$ cat src/rtl/gpio_bank_pkg.sv
package gpio_bank_pkg;

  // Register group codes (byte offset bits [7:4]).
  localparam int unsigned GRP_DOUT  = 0;
  localparam int unsigned GRP_DIN   = 1;
  localparam int unsigned GRP_DOE   = 2;
  localparam int unsigned GRP_ROUTE = 3;
  localparam int unsigned GRP_IEN   = 4;
  localparam int unsigned GRP_LVL   = 5;
  localparam int unsigned GRP_POL   = 6;
  localparam int unsigned GRP_STAT  = 7;

  // Access forms (byte offset bits [3:2]); code 3 writes nothing.
  localparam logic [1:0] AL_PLAIN = 2'd0;
  localparam logic [1:0] AL_SET   = 2'd1;
  localparam logic [1:0] AL_CLR   = 2'd2;

  // Number of plain read/write control registers.
  localparam int NCTL = 6;

  // Control register index -> group code.
  function automatic int unsigned ctl_group(input int k);
    case (k)
      0:       return GRP_DOUT;
      1:       return GRP_DOE;
      2:       return GRP_ROUTE;
      3:       return GRP_IEN;
      4:       return GRP_LVL;
      default: return GRP_POL;
    endcase
  endfunction

  // New value of one register bit under a given access form.
  function automatic logic alias_bit(input logic old_v, input logic wr_v,
                                     input logic [1:0] form);
    case (form)
      AL_PLAIN: return wr_v;
      AL_SET:   return old_v | wr_v;
      AL_CLR:   return old_v & ~wr_v;
      default:  return old_v;
    endcase
  endfunction

  // Trigger condition for one pin.
  // lvl = 1 selects level mode, pol = 1 selects high/rising.
  function automatic logic trig_bit(input logic lvl, input logic pol,
                                    input logic cur, input logic prv);
    if (lvl) return pol ? cur : ~cur;
    return pol ? (cur & ~prv) : (~cur & prv);
  endfunction

  // Next status bit.
  // Level mode: the clear wins for this edge.
  // Edge mode: a new event wins over the clear.
  function automatic logic stat_bit(input logic lvl, input logic cur_stat,
                                    input logic hit, input logic clr);
    if (lvl) return (cur_stat | hit) & ~clr;
    return (cur_stat & ~clr) | hit;
  endfunction

endpackage

$ cat src/rtl/gpio_sync_edge.sv
module gpio_sync_edge #(
  parameter int NPINS  = 32,
  parameter int STAGES = 2
) (
  input  logic             clk,
  input  logic             rst_n,
  input  logic [NPINS-1:0] pin_in,
  output logic [NPINS-1:0] sync_q,
  output logic [NPINS-1:0] prev_q
);

  logic [NPINS-1:0] pipe [STAGES];

  always_ff @(posedge clk or negedge rst_n) begin
    if (!rst_n) begin
      for (int s = 0; s < STAGES; s++) pipe[s] <= '0;
      prev_q <= '0;
    end else begin
      pipe[0] <= pin_in;
      for (int s = 1; s < STAGES; s++) pipe[s] <= pipe[s-1];
      prev_q <= pipe[STAGES-1];
    end
  end

  assign sync_q = pipe[STAGES-1];

endmodule

$ cat src/rtl/gpio_regs.sv
module gpio_regs
  import gpio_bank_pkg::*;
#(
  parameter int NPINS = 32,
  parameter int AW    = 8
) (
  input  logic             clk,
  input  logic             rst_n,
  input  logic [AW-1:2]    reg_addr,
  input  logic             reg_wr,
  input  logic [NPINS-1:0] reg_wdata,
  input  logic [NPINS-1:0] din_sync,
  input  logic [NPINS-1:0] stat_q,
  output logic [NPINS-1:0] reg_rdata,
  output logic [NPINS-1:0] dout_q,
  output logic [NPINS-1:0] doe_q,
  output logic [NPINS-1:0] route_q,
  output logic [NPINS-1:0] ien_q,
  output logic [NPINS-1:0] lvl_q,
  output logic [NPINS-1:0] pol_q,
  output logic [NPINS-1:0] clr_mask
);

  localparam int GW = AW - 4;

  logic [GW-1:0]    grp;
  logic [1:0]       form;
  logic [NPINS-1:0] ctl_vec [NCTL];

  assign grp  = reg_addr[AW-1:4];
  assign form = reg_addr[3:2];

  for (genvar k = 0; k < NCTL; k++) begin : g_ctl
    logic             sel;
    logic [NPINS-1:0] q;

    assign sel = reg_wr && (grp == GW'(ctl_group(k)));

    always_ff @(posedge clk or negedge rst_n) begin
      if (!rst_n) begin
        q <= '0;
      end else if (sel) begin
        for (int i = 0; i < NPINS; i++) q[i] <= alias_bit(q[i], reg_wdata[i], form);
      end
    end

    assign ctl_vec[k] = q;
  end

  assign dout_q  = ctl_vec[0];
  assign doe_q   = ctl_vec[1];
  assign route_q = ctl_vec[2];
  assign ien_q   = ctl_vec[3];
  assign lvl_q   = ctl_vec[4];
  assign pol_q   = ctl_vec[5];

  // Status can only lose bits through its clear alias.
  assign clr_mask = (reg_wr && grp == GW'(GRP_STAT) && form == AL_CLR) ? reg_wdata : '0;

  always_comb begin
    reg_rdata = '0;
    if (grp == GW'(GRP_DIN)) begin
      reg_rdata = din_sync;
    end else if (grp == GW'(GRP_STAT)) begin
      reg_rdata = stat_q;
    end else begin
      for (int k = 0; k < NCTL; k++) begin
        if (grp == GW'(ctl_group(k))) reg_rdata = ctl_vec[k];
      end
    end
  end

endmodule

$ cat src/rtl/gpio_irq_detect.sv
module gpio_irq_detect
  import gpio_bank_pkg::*;
#(
  parameter int NPINS = 32
) (
  input  logic             clk,
  input  logic             rst_n,
  input  logic [NPINS-1:0] sync_q,
  input  logic [NPINS-1:0] prev_q,
  input  logic [NPINS-1:0] lvl_q,
  input  logic [NPINS-1:0] pol_q,
  input  logic [NPINS-1:0] route_q,
  input  logic [NPINS-1:0] ien_q,
  input  logic [NPINS-1:0] clr_mask,
  output logic [NPINS-1:0] hit,
  output logic [NPINS-1:0] stat_q,
  output logic             irq
);

  logic [NPINS-1:0] stat_d;

  for (genvar i = 0; i < NPINS; i++) begin : g_pin
    assign hit[i]    = trig_bit(lvl_q[i], pol_q[i], sync_q[i], prev_q[i])
                       & route_q[i] & ien_q[i];
    assign stat_d[i] = stat_bit(lvl_q[i], stat_q[i], hit[i], clr_mask[i]);
  end

  always_ff @(posedge clk or negedge rst_n) begin
    if (!rst_n) stat_q <= '0;
    else        stat_q <= stat_d;
  end

  assign irq = |(stat_q & ien_q);

endmodule

$ cat src/rtl/gpio_irq_bank.sv
module gpio_irq_bank #(
  parameter int NPINS = 32,
  parameter int AW    = 8
) (
  input  logic             clk,
  input  logic             rst_n,
  input  logic [AW-1:2]    reg_addr,
  input  logic             reg_wr,
  input  logic [NPINS-1:0] reg_wdata,
  output logic [NPINS-1:0] reg_rdata,
  input  logic [NPINS-1:0] pin_in,
  output logic [NPINS-1:0] pin_out,
  output logic [NPINS-1:0] pin_oe,
  output logic             irq
);

  logic [NPINS-1:0] din_sync;
  logic [NPINS-1:0] prev_sync;
  logic [NPINS-1:0] stat_q;
  logic [NPINS-1:0] route_q;
  logic [NPINS-1:0] ien_q;
  logic [NPINS-1:0] lvl_q;
  logic [NPINS-1:0] pol_q;
  logic [NPINS-1:0] clr_mask;
  logic [NPINS-1:0] hit;

  gpio_sync_edge #(.NPINS(NPINS), .STAGES(2)) u_sync (
    .clk    (clk),
    .rst_n  (rst_n),
    .pin_in (pin_in),
    .sync_q (din_sync),
    .prev_q (prev_sync)
  );

  gpio_regs #(.NPINS(NPINS), .AW(AW)) u_regs (
    .clk       (clk),
    .rst_n     (rst_n),
    .reg_addr  (reg_addr),
    .reg_wr    (reg_wr),
    .reg_wdata (reg_wdata),
    .din_sync  (din_sync),
    .stat_q    (stat_q),
    .reg_rdata (reg_rdata),
    .dout_q    (pin_out),
    .doe_q     (pin_oe),
    .route_q   (route_q),
    .ien_q     (ien_q),
    .lvl_q     (lvl_q),
    .pol_q     (pol_q),
    .clr_mask  (clr_mask)
  );

  gpio_irq_detect #(.NPINS(NPINS)) u_det (
    .clk      (clk),
    .rst_n    (rst_n),
    .sync_q   (din_sync),
    .prev_q   (prev_sync),
    .lvl_q    (lvl_q),
    .pol_q    (pol_q),
    .route_q  (route_q),
    .ien_q    (ien_q),
    .clr_mask (clr_mask),
    .hit      (hit),
    .stat_q   (stat_q),
    .irq      (irq)
  );

endmodule

$ cat config.mk
export PLATFORM = sky130hd
export DESIGN_NAME = gpio_irq_bank
export DESIGN_NICKNAME = d
export VERILOG_FILES = /design/src/rtl/gpio_bank_pkg.sv /design/src/rtl/gpio_sync_edge.sv /design/src/rtl/gpio_regs.sv /design/src/rtl/gpio_irq_detect.sv /design/src/rtl/gpio_irq_bank.sv
export SDC_FILE = /design/constraint.sdc
export NUM_CORES = 1
export LEC_CHECK = 0
export BUFFER_PORTS_ARGS = -buffer_cell sky130_fd_sc_hd__buf_4
export CELL_PAD_IN_SITES_DETAIL_PLACEMENT = 1
export CELL_PAD_IN_SITES_GLOBAL_PLACEMENT = 1
export CORE_AREA = 2 2 195 197
export CTS_BUF_LIST = sky130_fd_sc_hd__clkbuf_16
export DETAILED_ROUTE_END_ITERATION = 8
export DIE_AREA = 0 0 197 199
export HOLD_SLACK_MARGIN = 0.1
export PLACE_DENSITY_LB_ADDON = 0.1
export SLEW_MARGIN = 20
export SYNTH_ARGS = -nofsm -noshare
export SYNTH_HDL_FRONTEND = slang
export SYNTH_SLANG_ARGS = --single-unit
$ cat constraint.sdc
create_clock -name clk -period 1.1 [get_ports clk]
set_clock_uncertainty 0.05 [all_clocks]
set_input_delay 0 -clock clk [delete_from_list [all_inputs] [get_ports clk]]
set_output_delay 0 -clock clk [all_outputs]
set_load 0.02 [all_outputs]
======== After elaboration in Yosys (flattened, before gate mapping) ========
Cells that the tools add are included.
word-level totals
  output and inout port bits .............. 97
  input bits .............................. 73
  flip-flop bits (word level) ............. 320
  logic and storage cells ................. 1,249
operators by class
  bitwise operators ....................... 769
  reduce and logical (&&, ||, !) cells .... 18
  muxes and demuxes ....................... 437
  eq/ne operators ......................... 15
operators with widths
  operator              number
  $pmux W1 S3           192
  $and A1 B1 Y1         384
  $mux W32              9
  $or A1 B1 Y1          256
  $mux W1               224
  $not A1 Y1            128
  $mux W4               12
  $and A32 B32 Y32      1
  $reduce_or A32 Y1     1
  $eq A4 B4 Y1          6
  $eq A4 B3 Y1 const B  4
  $reduce_and A2 Y1     6
  $eq A4 B2 Y1 const B  2
  $logic_and A1 B1 Y1   8
  $eq A4 B1 Y1 const B  1
  $logic_not A4 Y1      1
  $reduce_bool A3 Y1    1
  $eq A2 B1 Y1 const B  1
  $eq A2 B2 Y1 const B  1
  $logic_not A2 Y1      1

======== Longest topological paths before layout ========
  depth after elaboration ................. 12
  mapped depth ............................ 8
  depth with buffers taken out ............ 5

======== By module ========
A second synthesis with hierarchy kept.
unflattened totals
  cell total of the unflattened synthesis .. 1,608
  area total of the unflattened synthesis .. 15,548.7 um^2
by module, submodules not included
  module           area an instance (um^2)  cells each  sequential area each (um^2)  instances
  gpio_regs        10,446.3                 1,203       4,804.6                      1
  gpio_sync_edge   2,642.5                  128         2,402.3                      1
  gpio_irq_detect  2,459.9                  277         800.8                        1

======== Worst setup path before layout ========
Ideal clock, no wire load.
  path kind ............................... input -> output
  from .................................... input port reg_addr[6] (netlist name)
  to ...................................... output port reg_rdata[0]
  stages on the path ...................... 6
  buffers on the path ..................... 2
  arrival ................................. 1.600 ns
  setup slack ............................. -0.550 ns
  data required time ...................... 1.050 ns
  path through ............................ buf_4 > nor4_1 > clkbuf_1 > a22oi_1 > and3_1 > o21ai_0
between the ends
  longest elaborated chain between the ends .. 9
  elaborated cells between the ends (all ways) .. 16
  those cells by class .................... 8 x eq/ne; 8 x mux
ends and longest elaborated chain
  what                    RTL line             text
  start, declared         gpio_irq_bank.sv:7   input logic [AW-1:2] reg_addr,
  $eq A4 B4 Y1            gpio_regs.sv:68      if (grp == GW'(ctl_group(k))) reg_rdata = ctl_vec[k];
  $mux W32 (6 in series)  gpio_regs.sv:68
  $mux W32                gpio_regs.sv:64      end else if (grp == GW'(GRP_STAT)) begin
  $mux W32 *              gpio_regs.sv:62      if (grp == GW'(GRP_DIN)) begin
  end, declared           gpio_irq_bank.sv:10  output logic [NPINS-1:0] reg_rdata,
Every way passes the cells marked *; elsewhere a longest branch is shown, timed or not.

======== Worst setup path in the final report ========
  from .................................... register u_regs.g_ctl[3].q[17] (netlist: u_regs.ien_q[17])
  to ...................................... output port irq
between the ends
  longest elaborated chain between the ends .. 2
ends and longest elaborated chain
  what                    RTL line               text
  start, declared         gpio_regs.sv:35        logic [NPINS-1:0] q;
  start signal, assigned  gpio_regs.sv:41        q <= '0;
  $and A32 B32 Y32        gpio_irq_detect.sv:33  assign irq = |(stat_q & ien_q);
  $reduce_or A32 Y1       gpio_irq_detect.sv:33
  end, declared           gpio_irq_bank.sv:14    output logic irq
Every way passes these cells.

==> impl_metrics.ini <==
[timing]
hold_viol_final = 0
slew_headroom_pct = 45.5
period_share_pct = 214
setup_viol = 536
drv_slew = 0
worstMarginPinSlew_ns = 0.815
worst_slack_ns = -1.25
min_period_ns = 2.35
finalSetupTns_ns = -172.34
grt_setup_unrepaired = true
fmax_mhz = 426
holdWs_ns = 0.211

[flow_run]
maxCapViolCount = 0

[die]
start_util_pct = 40.4
dieArea_um2 = 39200
io_pins = 170
core_area_um2 = 37100
die_h_um = 199
die_w_um = 197
num_rows = 71

[setup_path]
worst_r2r_startpoint = u_regs.pol_q[19]
crit_path_start_kind = flip-flop
path_class = reg2out
critPathRequiredTime_ns = 1.05
worst-path-max-fanout = 2
cp-startpoint = u_regs.ien_q[17]
end_kind = output pin
reg2regPathDepth = 5
critPathArrivalTime_ns = 2.30

[power_and_ir_drop]
cellPowerDensity_nw_per_um2 = 1780
leakagePower_nw = 10.6
peakVddDrop_mv = 1.33
finalPower_mw = 44.8

[synth]
synth_warnings = 0
synth-async-reset-ratio_pct = 100
synth.ff_latch_count = 320
synth_ff_type = dfrtp_1
synth.top_cell.area_share_pct = 53.3
syn_area_per_cell_um2 = 9.44
seq_area_frac_synth_pct = 53.3
synth_top_cell_by_area = dfrtp_1
syn_inst = 1590
synth-edff-count = 0
synth_nets = 1666
synthTopCellsByArea = dfrtp_1, a21oi_1, nand2_1, a31oi_1, a22oi_1
synth_area_um2 = 15000
yosysUniqueCellTypes = 42

[min_path]
min_from = reg_addr[4]
hold_class = in2reg
min_path_cells = 6

[clock_tree]
clk_latency_ns = 0.57
numClockSinks = 320
root_buffer = clkbuf_16
cts_inserted_buffers = 38
htreeDepth = 2
cts_tree = built
cts_max_path_buffers = 3
path_clk_slew_ns = 0.06

[placed_design]
dpl.cell_count = 2379
port_buffers = 169
routabilityCongestion = 0.876
dpl_worst_slack_ns = -0.773
place_area_um2 = 19600
place_hpwl_mm = 41.6

[global_routing]
track_usage_pct = 35.9
grt_pass1_wl_mm = 106
grt_start_max_net_pins = 50
antenna_found_initial = 1
overflow = 0
first_global_vias = 18000

[run_status]
violations = setup timing
status = complete, but fails checks

[detailed_routing]
routed_wirelength_mm = 80.9
drt_iter0_markers = 1432
wl_per_cell_um = 30.8
drc_errors = 0
vias = 17300
drt_first_pass_iters = 5
via_per_inst = 6.57
ant_nets = 0

[layout]
fin_cells = 2628
area.growth.synth_to_final_pct = 67.9
final_util_pct = 67.9
nNetsFinal = 2204
fin_area_um2 = 25200
drive_above_1_share_pct = 48.3
==> flip-flops by register name (all words and copies together), names as in the netlist <==
name / count
u_det.stat_q: 32
u_regs.dout_q: 32
u_sync.pipe: 32
u_sync.prev_q: 32
u_regs.pol_q: 32
u_sync.sync_q: 32
u_regs.ien_q: 32
u_regs.doe_q: 32
u_regs.lvl_q: 32
u_regs.route_q: 32
==> cells in the final DEF, fill, tap and decap left out, types with 6 or more instances in the layout <==
cell,synthesis,final
and3_1,30,9
a32oi_1,30,9
nor2_1,32,12
a31oi_1,65,64
dfrtp_2,0,25
nand2b_1,32,31
nand2_1,124,94
nor2b_4,0,8
a21oi_2,0,162
nor2_2,1,20
clkinv_1,0,6
o21bai_4,0,9
nand2_2,0,7
a22oi_1,46,43
clkbuf_16,0,44
buf_16,0,11
dfrtp_1,320,295
o21bai_1,32,23
dlygate4sd3_1,0,99
a32oi_2,0,21
nand4b_1,32,32
nand2_4,0,23
o21ai_2,0,17
o21ai_4,0,33
o21ai_1,14,11
a21o_1,32,28
a21oi_1,448,267
buf_4,1,291
nor2b_1,34,23
a211oi_2,0,28
buf_12,0,47
a21oi_4,0,19
buf_6,3,180
and3_4,0,21
o22ai_2,0,31
inv_1,35,47
buf_8,0,6
==> cell type report <==
class,instances,area (um2)
Inverter,35,131
Sequential cell,320,8040
Timing Repair Buffer,637,6610
Antenna cell,1,2.50
Clock inverter,24,124
Clock buffer,41,1030
Fill cell,3750,11900
Tap cell,474,593
Multi-Input combinational cell,1096,8680
==> critical path, cell delays in order, from the launching register on <==
cell,delay (ns)
dfrtp_1,0.41
a22oi_1,0.38
nand4_1,0.19
or4_4,0.60
buf_6,0.16
==> routing by layer <==
layer	GRT usage, %	share of wire [%]	vias to the layer above
met4	21.0	7.5	0
li1	-	-	6947
met2	60.9	48	1099
met3	5.87	7.8	437
met1	43.4	36	8791
met5	0	0	-
==> power by group <==
| group | internal (mW) | switching (mW) |
|---|---|---|
| registers | 14.0 | 2.64 |
| logic | 7.78 | 8.30 |
| clock network | 6.88 | 5.25 |
==> cell usage after synthesis, drive strengths merged, types with 3 or more instances <==
cell type,instances
ha,3
nand2b,32
nand3,3
nand2,124
and3,30
a21oi,448
nor2b,34
dfrtp,320
nor4,3
nor2,33
o21bai,32
a22oi,46
a211oi,32
inv,35
o22ai,33
a32oi,30
a21o,32
o21ai,62
nand4,4
nand4b,32
clkbuf,68
a31oi,65
buf,71
==> cells by family (layout without fill, tap and decap cells) <==
kind of cell,after synthesis,count (layout),synth area share [%]
AO/OA/AOI/OAI,784,784,30.2
flip-flops,320,320,53.3
AND/OR/NAND/NOR,306,306,11.0
buffers and inverters,174,737,5.01
adder cells (fa/ha/maj),3,3,0.250
multiplexers,3,3,0.217
other,0,1,0
==> worst paths after layout <==
path	to	slack (ns)
worst min register to register	u_sync.sync_q[13]	0.30
min in group asynchronous	u_sync.sync_q[0]	0.62
worst max register to register	u_det.stat_q[19]	-0.38
max in group asynchronous	u_regs.ien_q[5]	-0.57
worst max-delay path	irq	-1.25
worst min-delay path	u_regs.doe_q[9]	0.21
==> repair_timing <==
action / in CTS / in global routing
endpoints found under the hold margin: 576 / 48
pin swaps: 164 / 137
hold buffers: 98 / 2
cloned: 15 / 3
gates resized for setup: 373 / 300
endpoints found under the setup margin: 236 / 597
buffers inserted: 56 / 68
Power figures use the tool's default switching activity.
